$ cat src/rtl/rs_pkg.sv
package rs_pkg;

    localparam int DATA_W = 32;
    localparam int TAG_W  = 5;
    localparam int OP_W   = 6;

    typedef logic [DATA_W-1:0] word_t;
    typedef logic [TAG_W-1:0]  tag_t;
    typedef logic [OP_W-1:0]   op_t;

    // Operand field: value when rdy is set, else tag in the low bits.
    typedef struct packed {
        logic  rdy;
        word_t fld;
    } opnd_t;

    typedef struct packed {
        logic  busy;
        op_t   op;
        tag_t  dst;
        opnd_t a;
        opnd_t b;
    } rs_entry_t;

    // Forward a broadcast result into an operand that waits on its tag.
    function automatic opnd_t snoop(opnd_t o, logic hit_v, tag_t hit_tag, word_t hit_data);
        opnd_t r;
        r = o;
        if (!o.rdy && hit_v && (o.fld[TAG_W-1:0] == hit_tag)) begin
            r.rdy = 1'b1;
            r.fld = hit_data;
        end
        return r;
    endfunction

    function automatic logic can_issue(rs_entry_t e);
        return e.busy && e.a.rdy && e.b.rdy;
    endfunction

endpackage

$ cat src/rtl/rs_slot.sv
module rs_slot
    import rs_pkg::*;
(
    input  logic      clk,
    input  logic      rst,
    input  logic      flush,
    input  logic      alloc,
    input  op_t       in_op,
    input  tag_t      in_dst,
    input  opnd_t     in_a,
    input  opnd_t     in_b,
    input  logic      res_v,
    input  tag_t      res_tag,
    input  word_t     res_data,
    input  logic      clr,
    output rs_entry_t ent,
    output logic      rdy
);

    always_ff @(posedge clk) begin
        if (rst) begin
            ent <= '0;
        end else if (flush) begin
            ent.busy <= 1'b0;
        end else if (alloc) begin
            ent.busy <= 1'b1;
            ent.op   <= in_op;
            ent.dst  <= in_dst;
            ent.a    <= snoop(in_a, res_v, res_tag, res_data);
            ent.b    <= snoop(in_b, res_v, res_tag, res_data);
        end else if (clr) begin
            ent.busy <= 1'b0;
        end else if (ent.busy) begin
            ent.a <= snoop(ent.a, res_v, res_tag, res_data);
            ent.b <= snoop(ent.b, res_v, res_tag, res_data);
        end
    end

    assign rdy = can_issue(ent);

    // a waiting operand captures the matching result
    assert_capture_a_R3: assert property (@(posedge clk) disable iff (rst)
        (ent.busy && !ent.a.rdy && res_v && ent.a.fld[TAG_W-1:0] == res_tag && !clr && !flush && !alloc)
        |=> (ent.a.rdy && ent.a.fld == $past(res_data)));

    assert_capture_b_R3: assert property (@(posedge clk) disable iff (rst)
        (ent.busy && !ent.b.rdy && res_v && ent.b.fld[TAG_W-1:0] == res_tag && !clr && !flush && !alloc)
        |=> (ent.b.rdy && ent.b.fld == $past(res_data)));

    // a ready operand is never overwritten while the slot lives
    assert_value_hold_R2: assert property (@(posedge clk) disable iff (rst)
        (ent.busy && ent.a.rdy && ent.b.rdy && !clr && !flush && !alloc)
        |=> ($stable(ent.a) && $stable(ent.b)));

    // same-cycle result is bypassed into the new operation
    assert_bypass_R4: assert property (@(posedge clk) disable iff (rst)
        (alloc && !flush && !in_a.rdy && res_v && in_a.fld[TAG_W-1:0] == res_tag)
        |=> (ent.a.rdy && ent.a.fld == $past(res_data)));

endmodule

$ cat src/rtl/rs_lowpick.sv
module rs_lowpick #(
    parameter int N = 8
) (
    input  logic [N-1:0] req,
    output logic [N-1:0] pick
);

    always_comb begin
        logic found;
        found = 1'b0;
        pick  = '0;
        for (int i = 0; i < N; i++) begin
            if (req[i] && !found) begin
                pick[i] = 1'b1;
                found   = 1'b1;
            end
        end
    end

endmodule

$ cat src/rtl/rs_age.sv
module rs_age #(
    parameter int N = 8
) (
    input  logic         clk,
    input  logic         rst,
    input  logic [N-1:0] alloc_oh,
    input  logic [N-1:0] busy,
    input  logic [N-1:0] req,
    output logic [N-1:0] grant
);

    // older[i][j] set: slot i was dispatched before slot j
    logic [N-1:0][N-1:0] older;

    for (genvar i = 0; i < N; i++) begin : g_row
        for (genvar j = 0; j < N; j++) begin : g_col
            if (i == j) begin : g_diag
                always_ff @(posedge clk) older[i][j] <= 1'b0;
            end else begin : g_off
                always_ff @(posedge clk) begin
                    if (rst)              older[i][j] <= 1'b0;
                    else if (alloc_oh[i]) older[i][j] <= 1'b0;
                    else if (alloc_oh[j]) older[i][j] <= 1'b1;
                end
                if (i < j) begin : g_chk
                    // two live slots always have a strict order
                    assert_age_order_R6: assert property (@(posedge clk) disable iff (rst)
                        (busy[i] && busy[j]) |-> (older[i][j] != older[j][i]));
                end
            end
        end
    end

    for (genvar i = 0; i < N; i++) begin : g_gnt
        logic [N-1:0] elder;
        for (genvar j = 0; j < N; j++) begin : g_e
            assign elder[j] = older[j][i];
        end
        assign grant[i] = req[i] && !(|(req & elder));
    end

    // at most one slot is granted
    assert_single_grant_R5: assert property (@(posedge clk) disable iff (rst)
        $onehot0(grant));

endmodule

$ cat src/rtl/tagfwd_rs.sv
module tagfwd_rs
    import rs_pkg::*;
#(
    parameter int ENTRIES = 8
) (
    input  logic              clk,
    input  logic              rst,
    input  logic              flush,
    input  logic              disp_valid,
    output logic              disp_ready,
    input  logic [OP_W-1:0]   disp_op,
    input  logic [TAG_W-1:0]  disp_dst,
    input  logic              disp_a_rdy,
    input  logic [DATA_W-1:0] disp_a,
    input  logic              disp_b_rdy,
    input  logic [DATA_W-1:0] disp_b,
    input  logic              res_valid,
    input  logic [TAG_W-1:0]  res_tag,
    input  logic [DATA_W-1:0] res_data,
    output logic              iss_valid,
    output logic [OP_W-1:0]   iss_op,
    output logic [TAG_W-1:0]  iss_dst,
    output logic [DATA_W-1:0] iss_a,
    output logic [DATA_W-1:0] iss_b
);

    rs_entry_t          ents [ENTRIES];
    logic [ENTRIES-1:0] busy;
    logic [ENTRIES-1:0] ready;
    logic [ENTRIES-1:0] free_pick;
    logic [ENTRIES-1:0] alloc_oh;
    logic [ENTRIES-1:0] grant;
    logic [ENTRIES-1:0] clr;
    logic               take;
    opnd_t              in_a;
    opnd_t              in_b;
    rs_entry_t          sel;

    assign in_a = '{rdy: disp_a_rdy, fld: disp_a};
    assign in_b = '{rdy: disp_b_rdy, fld: disp_b};

    assign disp_ready = (|(~busy)) && !flush;
    assign take       = disp_valid && disp_ready;
    assign alloc_oh   = free_pick & {ENTRIES{take}};
    assign clr        = grant & {ENTRIES{!flush}};

    rs_lowpick #(.N(ENTRIES)) u_free (
        .req  (~busy),
        .pick (free_pick)
    );

    rs_age #(.N(ENTRIES)) u_age (
        .clk      (clk),
        .rst      (rst),
        .alloc_oh (alloc_oh),
        .busy     (busy),
        .req      (ready),
        .grant    (grant)
    );

    for (genvar i = 0; i < ENTRIES; i++) begin : g_slot
        rs_slot u_slot (
            .clk      (clk),
            .rst      (rst),
            .flush    (flush),
            .alloc    (alloc_oh[i]),
            .in_op    (disp_op),
            .in_dst   (disp_dst),
            .in_a     (in_a),
            .in_b     (in_b),
            .res_v    (res_valid),
            .res_tag  (res_tag),
            .res_data (res_data),
            .clr      (clr[i]),
            .ent      (ents[i]),
            .rdy      (ready[i])
        );
        assign busy[i] = ents[i].busy;
    end

    always_comb begin
        sel = '0;
        for (int i = 0; i < ENTRIES; i++) begin
            if (grant[i]) sel = rs_entry_t'(sel | ents[i]);
        end
    end

    assign iss_valid = (|ready) && !flush;
    assign iss_op    = sel.op;
    assign iss_dst   = sel.dst;
    assign iss_a     = sel.a.fld;
    assign iss_b     = sel.b.fld;

    // reset leaves every slot empty
    assert_reset_empty_R1: assert property (@(posedge clk)
        rst |=> (busy == '0));

    // an issued operation has both operands ready
    assert_issue_ready_R5: assert property (@(posedge clk) disable iff (rst)
        iss_valid |-> (|(grant & ready)));

    // no dispatch accepted while full
    assert_full_stall_R7: assert property (@(posedge clk) disable iff (rst)
        (&busy) |-> !disp_ready);

    // allocation only targets a free slot
    assert_alloc_free_R8: assert property (@(posedge clk) disable iff (rst)
        (|alloc_oh) |-> ($onehot0(alloc_oh) && ((alloc_oh & busy) == '0)));

    // flush empties the buffer
    assert_flush_empties_R9: assert property (@(posedge clk) disable iff (rst)
        flush |=> (busy == '0));

endmodule

$ cat config.mk
export PLATFORM = sky130hd
export DESIGN_NAME = tagfwd_rs
export DESIGN_NICKNAME = d
export VERILOG_FILES = /design/src/rtl/rs_pkg.sv /design/src/rtl/rs_slot.sv /design/src/rtl/rs_lowpick.sv /design/src/rtl/rs_age.sv /design/src/rtl/tagfwd_rs.sv
export SDC_FILE = /design/constraint.sdc
export NUM_CORES = 2
export LEC_CHECK = 0
export BUFFER_PORTS_ARGS = -buffer_cell sky130_fd_sc_hd__clkbuf_2
export CAP_MARGIN = 10
export CORE_MARGIN = 5
export CORE_UTILIZATION = 24
export CTS_BUF_LIST = sky130_fd_sc_hd__clkbuf_4
export DETAILED_ROUTE_END_ITERATION = 8
export PLACE_DENSITY = 0.46
export SLEW_MARGIN = 25
export SYNTH_ARGS = -nofsm -noshare
export SYNTH_HDL_FRONTEND = slang
export SYNTH_SLANG_ARGS = --single-unit
$ cat constraint.sdc
create_clock -name clk -period 2.2 [get_ports clk]
set_input_delay 0.33 -clock clk [delete_from_list [all_inputs] [get_ports clk]]
set_output_delay 0.33 -clock clk [all_outputs]
set_load 0.005 [all_outputs]
==> results.txt <==
The run finished, with violations left. The checks that failed: negative setup slack. The worst-case IR drop observed on VDD is 0.000470 V. The count of flip-flops with a built-in enable after synthesis is 0. The die footprint is 145000 µm².

Once layout is complete, the utilization of the core stands at 35.8%. In the layout the commonest cells are dfxtp_1 (654), mux2i_1 (509), nand2_1 (315). The setup slack after layout is -1.64 ns. The number of cells after detailed placement is 5405. The standby leakage power is 21.1 nW. The routed wire length is 176000 µm. The final setup skew is 0.0912 ns. The sum of negative setup slack came out at -176.90 ns. The most frequently used flop master after synthesis is dfxtp_1. The H-tree level count is 4. The number of synthesis warnings is 0. The endpoint arrival time on the critical path came out at 3.51 ns.

The library cell used most frequently in the layout, excluding fill and tap cells, is dfxtp_1. TritonCTS built the clock tree. The clock edge transition at the registers on the reported setup and hold paths is 0.07 ns.

The initial DRC count came out at 3859. The global routing usage summed across all routing layers is 21.3%. The switching power is 0.00771 W. The final critical-path share of the clock period came out at 174%. The number of clock sinks came out at 680. Counting flops with an async set or reset pin after synthesis yields a share of 0%. The cell chosen for the clock root is clkbuf_4. The boundary pin count came out at 196.

The placement row count came out at 135. Detailed routing inserted a total of 33262 vias. The total count of hold-check failures in the final report was 0. At the pin with the least slew margin, the transition time is 0.676 ns.

Of the cells placed in the final design, the portion with a size suffix greater than 1 is 36.2%. The post-synthesis instance area is 32900 µm². The total core area is 136000 µm².

The initial standard-cell utilization of the core is 24.2%. The design draws 0.0281 W. The share of total power in combinational logic came out at 10.1%. Counting the buffers created by CTS gives 197.

For this run, design rule violations remaining after detail routing come to 0. Net switching is 27.5% of the power. Subtracting the final worst setup slack from the clock period gives 3.84 ns.

The total power divided by cell area is 578 nW/µm². The maximum number of buffers from clock root to sink came out at 3. The via count of the first global-routing pass came out at 31507. The number of max-slew violations in the final report came out at 0. Sequential cells account for 44.4% of the total power. The number of iterations in the first detailed-routing pass is 7.

The first global-routing pass estimated 231000 µm of wire. The maximum number of pins on one net before global-route repair is 52. The placement-stage worst setup slack came out at -0.569 ns.

The worst setup path is launched from a register. The height of the chip came out at 380 µm. The synthesized design contains 680 register bits. The detail-routed net length per standard cell came out at 28.9 µm. The depth of the worst register-to-register path is 12.

The count of port buffers added during placement is 195. The worst setup path is of the register to output port kind. The total overflow left after global routing is 0. The portion of the post-synthesis area used by sequential elements is 41.4%. The detailed-route vias per instance is 5.47. The number of unique standard cell types used by synthesis came out at 67. The filler-free cell count of the finished design came out at 6081.

Setup violations remaining at the end of the flow were counted as 530. The post-synthesis net count came out at 3548. Setup repair after global routing could not meet its margin everywhere. The fmax is 261 MHz.

The clock network fraction of total power came out at 45.5%. Measured along the x axis, the die boundary spans 380 µm. The number of instances on the worst hold path is 4. STA classifies the critical path endpoint as an output port. The count of nets left with antenna violations once routing finished came out at 0. The mean area per synthesized cell came out at 9.59 µm².

The number of max-capacitance violations reported came out at 0. The path type of the worst min-delay path is primary input to register. The estimated wirelength of the detail-placed design came out at 106000 µm. The area overhead of the layout relative to synthesis came out at 47.8%. The weighted congestion reported at the end of routability-driven placement is 0.863. The clock insertion delay at the later pin of the skew report is 1.14 ns.

The initial antenna violation count came out at 16. For the worst setup path, the data required time is 1.87 ns. The final layout net count came out at 4262. The cell count after synthesis came out at 3429.

The worst-path maximum fanout is 6. The worst slew margin relative to its limit came out at 54.8%. Cell internal power was estimated by the tool at 0.0204 W.
## sequential cells by signal, summed over array words and instances (netlist names)
| register | flops |
|---|---|
| g_slot.u_slot.ent | 624 |
| u_age.g_gnt.elder | 56 |
## cell usage after synthesis (all sizes together) (12+ instances only)
cell type	count	share of area, %
dfxtp	680	41
nand2	322	3.7
xnor2	72	1.9
nand3	17	0.29
o21ai	82	1.4
a21oi	288	4.4
mux2i	512	16
and3	13	0.26
clkbuf	232	2.7
inv	32	0.37
o21a	57	1.3
nand4	146	2.9
a31oi	12	0.34
a222oi	137	4.2
a211oi	136	3.6
o41ai	16	0.78
buf	212	3.6
nor3	29	0.46
o2bb2ai	317	8.4
xor2	18	0.48
nor2	23	0.26
## timing repair
action,in CTS,in global routing
buffers inserted,48,92
endpoints found under the setup margin,621,626
hold buffers,131,0
pin swaps,54,172
hold endpoints to repair,679,0
resized for setup,146,510
cloned,9,56
## metrics by stage
step                      hold slack, ns  cell area [µm²]
after floorplan                    0.428            32900
after global placement             0.441            39200
after detailed placement           0.446            39300
after CTS                       0.000517            44400
after global routing              0.0754            48600
final                              0.144            48600
## worst paths after layout
check                                              from                                     to  slack, ns
setup / recovery  g_slot[1].u_slot.ent[77]$_SDFFE_PP0P_                              iss_b[16]      -1.64
hold / removal                              disp_dst[3]  g_slot[6].u_slot.ent[69]$_SDFFE_PP0P_       0.14
setup reg to reg  g_slot[4].u_slot.ent[65]$_SDFFE_PP0P_  g_slot[6].u_slot.ent[17]$_SDFFE_PP0P_      -0.50
hold reg to reg   g_slot[7].u_slot.ent[70]$_SDFFE_PP0P_  g_slot[7].u_slot.ent[70]$_SDFFE_PP0P_       0.45
## power by group through the flow
stage	registers, W	logic [W]	clock network (W)
floorplan	0.0127	0.00118	0
global placement	0.0128	0.00215	0
detailed placement	0.0128	0.00217	0
CTS	0.0125	0.00246	0.0131
global route	0.0125	0.00294	0.0138
finish	0.0125	0.00283	0.0128
## kinds of logic (layout without fill, tap and decap cells)
group | Yosys count | after routing | synth area share, %
AOI/OAI and AO/OA | 1090 | 1090 | 25.5
xor gates and xnor gates | 90 | 90 | 2.40
buffers and inverters | 476 | 1335 | 6.59
DFF | 680 | 680 | 41.4
muxes | 512 | 512 | 15.6
other | 0 | 12 | 0
and+or+nand+nor | 581 | 581 | 8.53
## final cells by class
cell class / instances / area, µm²
inverters: 32 / 120
clock buffers: 293 / 2200
multi-input cells: 2273 / 19300
clock inverters: 51 / 397
flip-flops and latches: 680 / 13700
diodes: 12 / 30.0
fillers: 13826 / 87200
well taps: 1781 / 2230
repair buffers: 959 / 10600
## metal layers
layer,wire (µm),global-route usage (%)
met1,75900,28.9
met2,76900,33.2
met3,14800,4.24
met4,8160,8.45
met5,22,0
## critical path: stages, from the launching register on
cell      delay, ns
dfxtp_4        0.37
buf_6          0.10
nand4_1        0.24
nand4_1        0.31
nor2_4         0.13
buf_12         0.17
a222oi_1       0.46
nand4_1        0.35
buf_2          0.24
Note: power is estimated with default switching activity, not from simulation.
